==> config.mk <==
export PLATFORM = sky130hd
export DESIGN_NAME = ahb_port_mux
export DESIGN_NICKNAME = d
export VERILOG_FILES = /design/src/rtl/ahb_port_mux.sv
export SDC_FILE = /design/constraint.sdc
export NUM_CORES = 1
export LEC_CHECK = 0
export BUFFER_PORTS_ARGS = -buffer_cell sky130_fd_sc_hd__buf_2
export CORE_ASPECT_RATIO = 0.7
export CORE_UTILIZATION = 42
export CTS_CLUSTER_DIAMETER = 30
export CTS_CLUSTER_SIZE = 40
export DETAILED_ROUTE_END_ITERATION = 6
export GPL_TIMING_DRIVEN = 0
export PLACE_DENSITY = 0.93
export SYNTH_ARGS = -nofsm -noshare
export SYNTH_HDL_FRONTEND = slang
export SYNTH_SLANG_ARGS = --single-unit
export TNS_END_PERCENT = 20
==> constraint.sdc <==
create_clock -name clk -period 2.85 [get_ports clk]
set_input_delay 0.57 -clock clk [delete_from_list [all_inputs] [get_ports clk]]
set_output_delay 0.57 -clock clk [all_outputs]
set_load 0.05 [all_outputs]
==> src/rtl/ahb_port_mux.sv <==
module ahb_port_mux #(
  parameter int AW      = 32,
  parameter int SEL_BIT = 12,
  parameter int BEATS   = 4
) (
  input  logic                clk,
  input  logic                rst_n,
  input  logic                idle_mode,
  input  logic [1:0][1:0]     m_trans,
  input  logic [1:0][AW-1:0]  m_addr,
  input  logic [1:0][2:0]     m_burst,
  input  logic [1:0]          m_write,
  output logic [1:0]          m_ready,
  input  logic [1:0]          s_ready,
  output logic [1:0]          s_sel,
  output logic [1:0][1:0]     s_trans,
  output logic [1:0][AW-1:0]  s_addr,
  output logic [1:0][2:0]     s_burst,
  output logic [1:0]          s_write
);
  localparam int CW = $clog2(BEATS + 1);
  localparam logic [1:0] T_IDLE = 2'b00, T_NSEQ = 2'b10, T_SEQ = 2'b11;
  localparam logic [2:0] B_INCR4 = 3'b011;

  logic [1:0]          tgt, term, ins, gv, gid, own_v, own_id, acc, bslv;
  logic [1:0][1:0]     req;
  logic [1:0][CW-1:0]  cnt;

  always_comb begin
    for (int i = 0; i < 2; i++) begin
      tgt[i]  = m_addr[i][SEL_BIT];
      term[i] = (cnt[i] != '0) && (m_trans[i] == T_IDLE || m_trans[i] == T_NSEQ);
      for (int j = 0; j < 2; j++)
        req[i][j] = (m_trans[i] != T_IDLE) && (m_addr[i][SEL_BIT] == 1'(j));
    end
  end

  always_comb begin
    for (int j = 0; j < 2; j++) begin
      ins[j] = idle_mode && ((term[0] && bslv[0] == 1'(j)) || (term[1] && bslv[1] == 1'(j)));
      gv[j]  = 1'b0;
      gid[j] = 1'b0;
      if (ins[j]) begin
        gv[j] = 1'b0;
      end else if (own_v[j] && (req[own_id[j]][j] || !s_ready[j])) begin
        gv[j] = 1'b1; gid[j] = own_id[j];
      end else if (s_ready[j] && req[0][j]) begin
        gv[j] = 1'b1; gid[j] = 1'b0;
      end else if (s_ready[j] && req[1][j]) begin
        gv[j] = 1'b1; gid[j] = 1'b1;
      end
    end
  end

  always_comb begin
    for (int j = 0; j < 2; j++) begin
      s_sel[j]   = ins[j] | (gv[j] && req[gid[j]][j]);
      s_trans[j] = (s_sel[j] && !ins[j]) ? m_trans[gid[j]] : T_IDLE;
      s_addr[j]  = (s_sel[j] && !ins[j]) ? m_addr[gid[j]]  : '0;
      s_burst[j] = (s_sel[j] && !ins[j]) ? m_burst[gid[j]] : 3'b000;
      s_write[j] = s_sel[j] && !ins[j] && m_write[gid[j]];
    end
    for (int i = 0; i < 2; i++) begin
      m_ready[i] = (m_trans[i] == T_IDLE) ||
                   (gv[tgt[i]] && gid[tgt[i]] == 1'(i) && s_ready[tgt[i]]);
      acc[i]     = m_ready[i] && m_trans[i][1];
    end
  end

  always_ff @(posedge clk or negedge rst_n) begin
    if (!rst_n) begin
      own_v  <= '0;
      own_id <= '0;
      cnt    <= '0;
      bslv   <= '0;
    end else begin
      own_v  <= gv;
      own_id <= gid;
      for (int i = 0; i < 2; i++) begin
        if (acc[i] && m_trans[i] == T_NSEQ) begin
          cnt[i]  <= (m_burst[i] == B_INCR4) ? CW'(BEATS - 1) : '0;
          bslv[i] <= tgt[i];
        end else if (acc[i] && m_trans[i] == T_SEQ && cnt[i] != '0) begin
          cnt[i] <= cnt[i] - CW'(1);
        end else if (term[i] && s_ready[bslv[i]]) begin
          cnt[i] <= '0;
        end
      end
    end
  end

  for (genvar j = 0; j < 2; j++) begin : g_chk
    assert_prio_R2: assert property (@(posedge clk) disable iff (!rst_n)
      (s_ready[j] && !own_v[j] && !ins[j] && req[0][j] && req[1][j]) |-> (m_ready[0] && !m_ready[1]))
      else $error("R2 priority broken on port %0d", j);
    assert_sticky_R3: assert property (@(posedge clk) disable iff (!rst_n)
      (own_v[j] && req[own_id[j]][j] && !ins[j]) |-> (s_sel[j] && s_trans[j] == m_trans[own_id[j]]))
      else $error("R3 owner lost port %0d", j);
    assert_hold_R4: assert property (@(posedge clk) disable iff (!rst_n)
      (!s_ready[j] && own_v[j] && !ins[j]) |=> (own_v[j] && own_id[j] == $past(own_id[j])))
      else $error("R4 owner changed while port %0d stalled", j);
    assert_one_idle_R7: assert property (@(posedge clk) disable iff (!rst_n)
      (s_sel[j] && s_trans[j] == T_IDLE && s_ready[j]) |=> !(s_sel[j] && s_trans[j] == T_IDLE))
      else $error("R7 inserted IDLE lasted too long on port %0d", j);
    assert_plain_R8: assert property (@(posedge clk) disable iff (!rst_n)
      !idle_mode |-> !(s_sel[j] && s_trans[j] == T_IDLE))
      else $error("R8 selected IDLE in drop-select mode on port %0d", j);
  end
endmodule

==> results of run 1 <==
## Yosys cell counts (all sizes together) (2+ instances only)
cell    number  share of area (%)
a21oi       81                 19
and4bb       2                1.2
and2         3               0.87
nand2      158                 27
a21boi       3                1.0
o211ai       2               0.92
nor3b        2               0.69
mux2i        4                1.8
a21o         2               0.69
or3          5                1.7
dfrtp       12                 14
buf         17                4.5
o21ai       12                2.9
or2          2               0.58
nand2b       3               0.87
ha           4                2.3
o21bai       3                1.6
clkbuf      14                2.4
nand3        5                1.2
inv         12                2.1
nor2b        3               0.87
nor2         8                1.4
## logic make-up after synthesis
kind of cell / Yosys count
other cells: 1
flops: 12
simple gates: 198
buf+inv: 43
compound gates: 115
mux: 5
fa+ha+maj: 4
## metrics by stage
| stage | cells | TNS, ps | instance area [µm²] |
|---|---|---|---|
| after floorplan | 378 | -6612 | 2675 |
| after global placement | 604 | -22290 | 3547 |
| after detailed placement | 604 | -27990 | 3547 |
==> run_summary.xml, run 1 <==
<?xml version="1.0" encoding="UTF-8"?>
<metrics>
  <group name="clock_tree">
    <metric name="clock_path_buffers" unit="">2</metric>
    <metric name="cts_htree_levels" unit="">1</metric>
    <metric name="ctsResizeCount" unit="">332</metric>
    <metric name="post-cts-setup-buffer-count" unit="">28</metric>
    <metric name="cts_sinks" unit="">12</metric>
    <metric name="clk_root_buffer_cell" unit="">clkbuf_8</metric>
    <metric name="cts-hold-fix-buffers" unit="">0</metric>
    <metric name="cts_buffers" unit="">3</metric>
  </group>
  <group name="synth">
    <metric name="synth_compound_gate_area_share" unit="%">32.79</metric>
    <metric name="synth_top_family_by_area" unit="">simple AND/OR/NAND/NOR gates</metric>
    <metric name="yosysWarningCount" unit="">0</metric>
    <metric name="postSynth.topFlopCell" unit="">dfrtp_1</metric>
    <metric name="synth.yosys.seq_area_share" unit="%">13.86</metric>
    <metric name="synth_enable_flop_cells" unit="">0</metric>
    <metric name="synth_area" unit="mm²">0.002167</metric>
    <metric name="ys_seq_elements" unit="">12</metric>
    <metric name="synth-xor-area-share" unit="%">0</metric>
    <metric name="synth.lib_cells_used.distinct" unit="">54</metric>
    <metric name="mappedNetlistNets" unit="">463</metric>
    <metric name="syn_avg_cell_area" unit="µm²">5.733</metric>
    <metric name="netlist_instances" unit="">378</metric>
    <metric name="post_synth_fa_ha_maj_area_fraction" unit="%">2.309</metric>
    <metric name="synth_async_sr_flop_share" unit="%">100.0</metric>
    <metric name="synthSimpleGateAreaFrac" unit="%">39.49</metric>
    <metric name="synth.area.mux_share" unit="%">2.367</metric>
  </group>
  <group name="floorplan">
    <metric name="starting_density_of_the_core" unit="%">44.58</metric>
    <metric name="chipWidth" unit="µm">87.86</metric>
    <metric name="floorplan.rows" unit="">21</metric>
    <metric name="die_h" unit="µm">62.10</metric>
    <metric name="pin_count" unit="">161</metric>
  </group>
  <group name="status">
    <metric name="status" unit="">did not finish</metric>
    <metric name="last_flow_stage_reached" unit="">clock tree synthesis</metric>
    <metric name="stop_error" unit="">[ERROR DPL-0038] Utilization greater than 100%, impossible to legalize</metric>
  </group>
  <group name="placement">
    <metric name="detailed_place_hpwl" unit="mm">7.195</metric>
    <metric name="dp_slack" unit="ps">-590.1</metric>
    <metric name="portBuffers" unit="">157</metric>
    <metric name="gp_congestion" unit="">0.8703</metric>
  </group>
</metrics>
==> inputs of run 2 (changes only) <==
==> config.mk (replaced) <==
export PLATFORM = sky130hd
export DESIGN_NAME = ahb_port_mux
export DESIGN_NICKNAME = d
export VERILOG_FILES = /design/src/rtl/ahb_port_mux.sv
export SDC_FILE = /design/constraint.sdc
export NUM_CORES = 1
export LEC_CHECK = 0
export BUFFER_PORTS_ARGS = -buffer_cell sky130_fd_sc_hd__buf_2
export CORE_UTILIZATION = 30
export DETAILED_ROUTE_END_ITERATION = 6
export GPL_TIMING_DRIVEN = 0
export PLACE_DENSITY_LB_ADDON = 0.15
export SYNTH_ARGS = -nofsm -noshare
export SYNTH_HDL_FRONTEND = slang
export SYNTH_SLANG_ARGS = --single-unit
export TNS_END_PERCENT = 20
==> run 2 against run 1 <==
The flow now finishes, with violations (negative setup slack). Synthesized cell count stayed put. Area after synthesis unchanged.
==> run_summary.xml, run 2 <==
<?xml version="1.0" encoding="UTF-8"?>
<metrics>
  <group name="layout">
    <metric name="antenna_cells_inserted" unit="">0</metric>
    <metric name="drive_above_1_share" unit="%">59.43</metric>
    <metric name="most-common-layout-cells" unit="">133 x nand2_1, 86 x buf_2, 74 x buf_6, 38 x a21oi_2, 30 x a21oi_4</metric>
    <metric name="regMostFlops" unit="">cnt</metric>
    <metric name="fin_cells" unit="">658</metric>
    <metric name="commonest_non_fill_non_tap_cell_in_the_layout" unit="">nand2_1</metric>
    <metric name="nNetsFinal" unit="">649</metric>
    <metric name="fin_area" unit="mm²">0.004755</metric>
    <metric name="area.growth.synth_to_final" unit="%">119.4</metric>
    <metric name="largest_register_ff_count" unit="">6</metric>
  </group>
  <group name="floorplan">
    <metric name="die-area" unit="mm²">0.007567</metric>
    <metric name="floorplan.rows" unit="">30</metric>
    <metric name="core" unit="mm²">0.006869</metric>
    <metric name="starting_density_of_the_core" unit="%">31.55</metric>
    <metric name="pin_count" unit="">161</metric>
    <metric name="die_h" unit="µm">86.99</metric>
    <metric name="chipWidth" unit="µm">86.99</metric>
  </group>
  <group name="critical_path">
    <metric name="critPathMaxFanout" unit="">5</metric>
    <metric name="worstSetupEndpointType" unit="">output port</metric>
    <metric name="crit_type" unit="">reg -&gt; out</metric>
    <metric name="worst_ep_required_time" unit="ps">2280</metric>
    <metric name="cp_launch_type" unit="">flop</metric>
    <metric name="critPathArrivalTime" unit="ps">2530</metric>
  </group>
  <group name="global_route">
    <metric name="largest_net_degree_at_the_start_of_global_routing" unit="">13</metric>
    <metric name="grt_overflow_total" unit="">0</metric>
    <metric name="wire_length_of_the_first_global_routing_pass" unit="mm">15.70</metric>
    <metric name="antenna_found_initial" unit="">0</metric>
    <metric name="via_count_of_the_first_global_routing_pass" unit="">3393</metric>
    <metric name="globalRouteTotalUtil" unit="%">25.61</metric>
  </group>
  <group name="power">
    <metric name="power.clock.fraction" unit="%">3.9</metric>
    <metric name="share_seq_of_total_power" unit="%">7.8</metric>
    <metric name="p_sw_share" unit="%">56.03</metric>
    <metric name="leakagePower" unit="µW">0.002191</metric>
    <metric name="power_density" unit="mW/mm²">816.0</metric>
    <metric name="power.switching" unit="µW">2174</metric>
    <metric name="ir_worst_vdd" unit="µV">489.9</metric>
    <metric name="combinationalPowerShare" unit="%">88.2</metric>
    <metric name="p_int" unit="µW">1706</metric>
  </group>
  <group name="clock_tree">
    <metric name="cts_htree_levels" unit="">1</metric>
    <metric name="cts-hold-fix-buffers" unit="">0</metric>
    <metric name="cts_sinks" unit="">12</metric>
    <metric name="clk_root_buffer_cell" unit="">clkbuf_8</metric>
    <metric name="insertion_delay" unit="ps">240</metric>
    <metric name="cts.reportedPaths.clkPinSlew" unit="ps">50</metric>
    <metric name="cts_buffers" unit="">3</metric>
    <metric name="clock_path_buffers" unit="">2</metric>
    <metric name="tritoncts_clock_tree" unit="">built</metric>
  </group>
  <group name="synth">
    <metric name="syn_avg_cell_area" unit="µm²">5.733</metric>
    <metric name="yosysWarningCount" unit="">0</metric>
    <metric name="postSynth.topFlopCell" unit="">dfrtp_1</metric>
    <metric name="synth_area_leaders" unit="">nand2_1 27%, a21oi_1 19%, dfrtp_1 14%, clkbuf_1 2.4%, ha_1 2.3%</metric>
    <metric name="post-synth-top-area-fraction" unit="%">27.37</metric>
    <metric name="netlist_instances" unit="">378</metric>
    <metric name="yosysMostFrequentCell" unit="">nand2_1</metric>
    <metric name="synth_enable_flop_cells" unit="">0</metric>
    <metric name="synth_top_cells_by_count" unit="">158 x nand2_1, 81 x a21oi_1, 14 x clkbuf_1, 12 x dfrtp_1, 11 x inv_1</metric>
    <metric name="synth_area" unit="mm²">0.002167</metric>
    <metric name="synth_async_sr_flop_share" unit="%">100.0</metric>
    <metric name="synth.lib_cells_used.distinct" unit="">54</metric>
    <metric name="mappedNetlistNets" unit="">463</metric>
    <metric name="synth.yosys.seq_area_share" unit="%">13.86</metric>
    <metric name="netlist.top_cell.by_area" unit="">nand2_1</metric>
    <metric name="ys_seq_elements" unit="">12</metric>
  </group>
  <group name="status">
    <metric name="failing_checks" unit="">negative setup slack</metric>
    <metric name="status" unit="">complete, but fails checks</metric>
  </group>
  <group name="sta">
    <metric name="finalSetupViolations" unit="">74</metric>
    <metric name="actual_transition_at_the_worst_max_transition_pin" unit="ps">519.7</metric>
    <metric name="period_minus_slack" unit="ps">3101</metric>
    <metric name="hold-worst-slack" unit="ps">214.0</metric>
    <metric name="setup_tns" unit="ps">-9404</metric>
    <metric name="timing.slew.headroom" unit="%">65.35</metric>
    <metric name="finalWorstSetupSlack" unit="ps">-251.4</metric>
    <metric name="worst_clock_skew_on_the_final_layout" unit="ps">3.217</metric>
    <metric name="final-hold-violation-count" unit="">0</metric>
    <metric name="min_period_over_period" unit="%">108.8</metric>
    <metric name="max_freq" unit="MHz">322.4</metric>
    <metric name="final-max-slew-violation-count" unit="">0</metric>
    <metric name="rsz0062_at_grt" unit="">yes</metric>
  </group>
  <group name="routing">
    <metric name="route.detailed.vias_per_inst" unit="">5.164</metric>
    <metric name="drcViolationCount" unit="">0</metric>
    <metric name="wl_per_cell" unit="µm">15.12</metric>
    <metric name="detailedRoute.firstPassIterationCount" unit="">5</metric>
    <metric name="route.vias.total" unit="">3398</metric>
    <metric name="totalWireLength" unit="mm">9.951</metric>
    <metric name="drt_first_iter_violations" unit="">149</metric>
    <metric name="postRouteAntennaNets" unit="">0</metric>
  </group>
  <group name="placement">
    <metric name="portBuffers" unit="">157</metric>
    <metric name="numPlacedInstances" unit="">631</metric>
    <metric name="gp_congestion" unit="">0.8322</metric>
    <metric name="dp_slack" unit="ps">-567.1</metric>
    <metric name="place_area" unit="mm²">0.003581</metric>
    <metric name="detailed_place_hpwl" unit="mm">6.784</metric>
  </group>
  <group name="min_path">
    <metric name="hold_path_class" unit="">in -&gt; async</metric>
  </group>
  <group name="job">
    <metric name="drv_cap" unit="">0</metric>
  </group>
</metrics>
## run 2: cell counts after synthesis
No cell type changed its count.
## run 2: layer usage
metal  up-vias  wire (µm)  global-route usage [%]
met5         -          0                       0
met4         0        111                   4.545
met3        13        637                   4.455
met2       143       5293                   48.25
met1      1606       3908                   30.34
li1       1636          -                       -
## run 2: power by group through the flow
stage | Sequential [µW] | Combinational (µW) | Clock (µW)
2_1_floorplan | 285 | 1990 | 0
3_3_place_gp | 296 | 2480 | 0
3_5_place_dp | 298 | 2500 | 0
4_1_cts | 300 | 3340 | 155
5_1_grt | 313 | 3610 | 164
6_report | 304 | 3420 | 152
## run 2: layout make-up
| class | count | area, µm² |
|---|---|---|
| Clock buffer | 3 | 41.29 |
| Sequential cell | 12 | 300.3 |
| Tap cell | 96 | 120.1 |
| Multi-Input combinational cell | 323 | 2347 |
| Timing Repair Buffer | 181 | 1531 |
| Buffer | 31 | 366.6 |
| Inverter | 12 | 47.55 |
| Fill cell | 553 | 2115 |
## run 2: logic make-up after synthesis
logic type	after synthesis	synth area share [%]
multiplexers	5	2.367
AO/OA/AOI/OAI	115	32.79
adder cells (fa/ha/maj)	4	2.310
other	1	0.1730
flip-flops	12	13.86
AND/OR/NAND/NOR	198	39.49
buffers and inverters	43	9.007
## run 2: what timing repair did
action,in CTS,in global routing
gates cloned,4,0
setup buffers,20,1
pin swaps,32,9
resized for setup,237,26
setup endpoints to repair,78,78
## run 2: final timing paths
path	depth (start not counted)	slack [ps]	startpoint	to
setup / recovery	12	-250	cnt[1]$_DFFE_PN0P_	s_addr[14]
hold / removal	1	210	rst_n	cnt[5]$_DFFE_PN0P_
setup reg to reg	11	400	cnt[4]$_DFFE_PN0P_	cnt[3]$_DFFE_PN0P_
hold reg to reg	2	550	own_v[0]$_DFF_PN0_	own_v[0]$_DFF_PN0_
max in group asynchronous	1	2410	rst_n	cnt[1]$_DFFE_PN0P_
min in group clk	2	550	own_v[0]$_DFF_PN0_	own_v[0]$_DFF_PN0_
## run 2: critical path, stage by stage (launching register included)
cell and delay [ps]:
dfrtp_1 380, inv_2 90, ha_4 130, or2b_4 270, a31o_4 240, or3_4 400
inv_4 80, buf_6 110, buf_12 100, buf_12 130, nand2_4 50, a21oi_4 120
buf_6 170
## run 2: metrics by stage
stage | power [µW] | utilization, %
6_report | 3880 | 69.22
5_1_grt | 4087 | 69.22
4_1_cts | 3795 | 68.47
3_5_place_dp | 2799 | 52.13
3_3_place_gp | 2776 | 52.13
2_1_floorplan | 2278 | -
(Power assumes the default switching activity.)
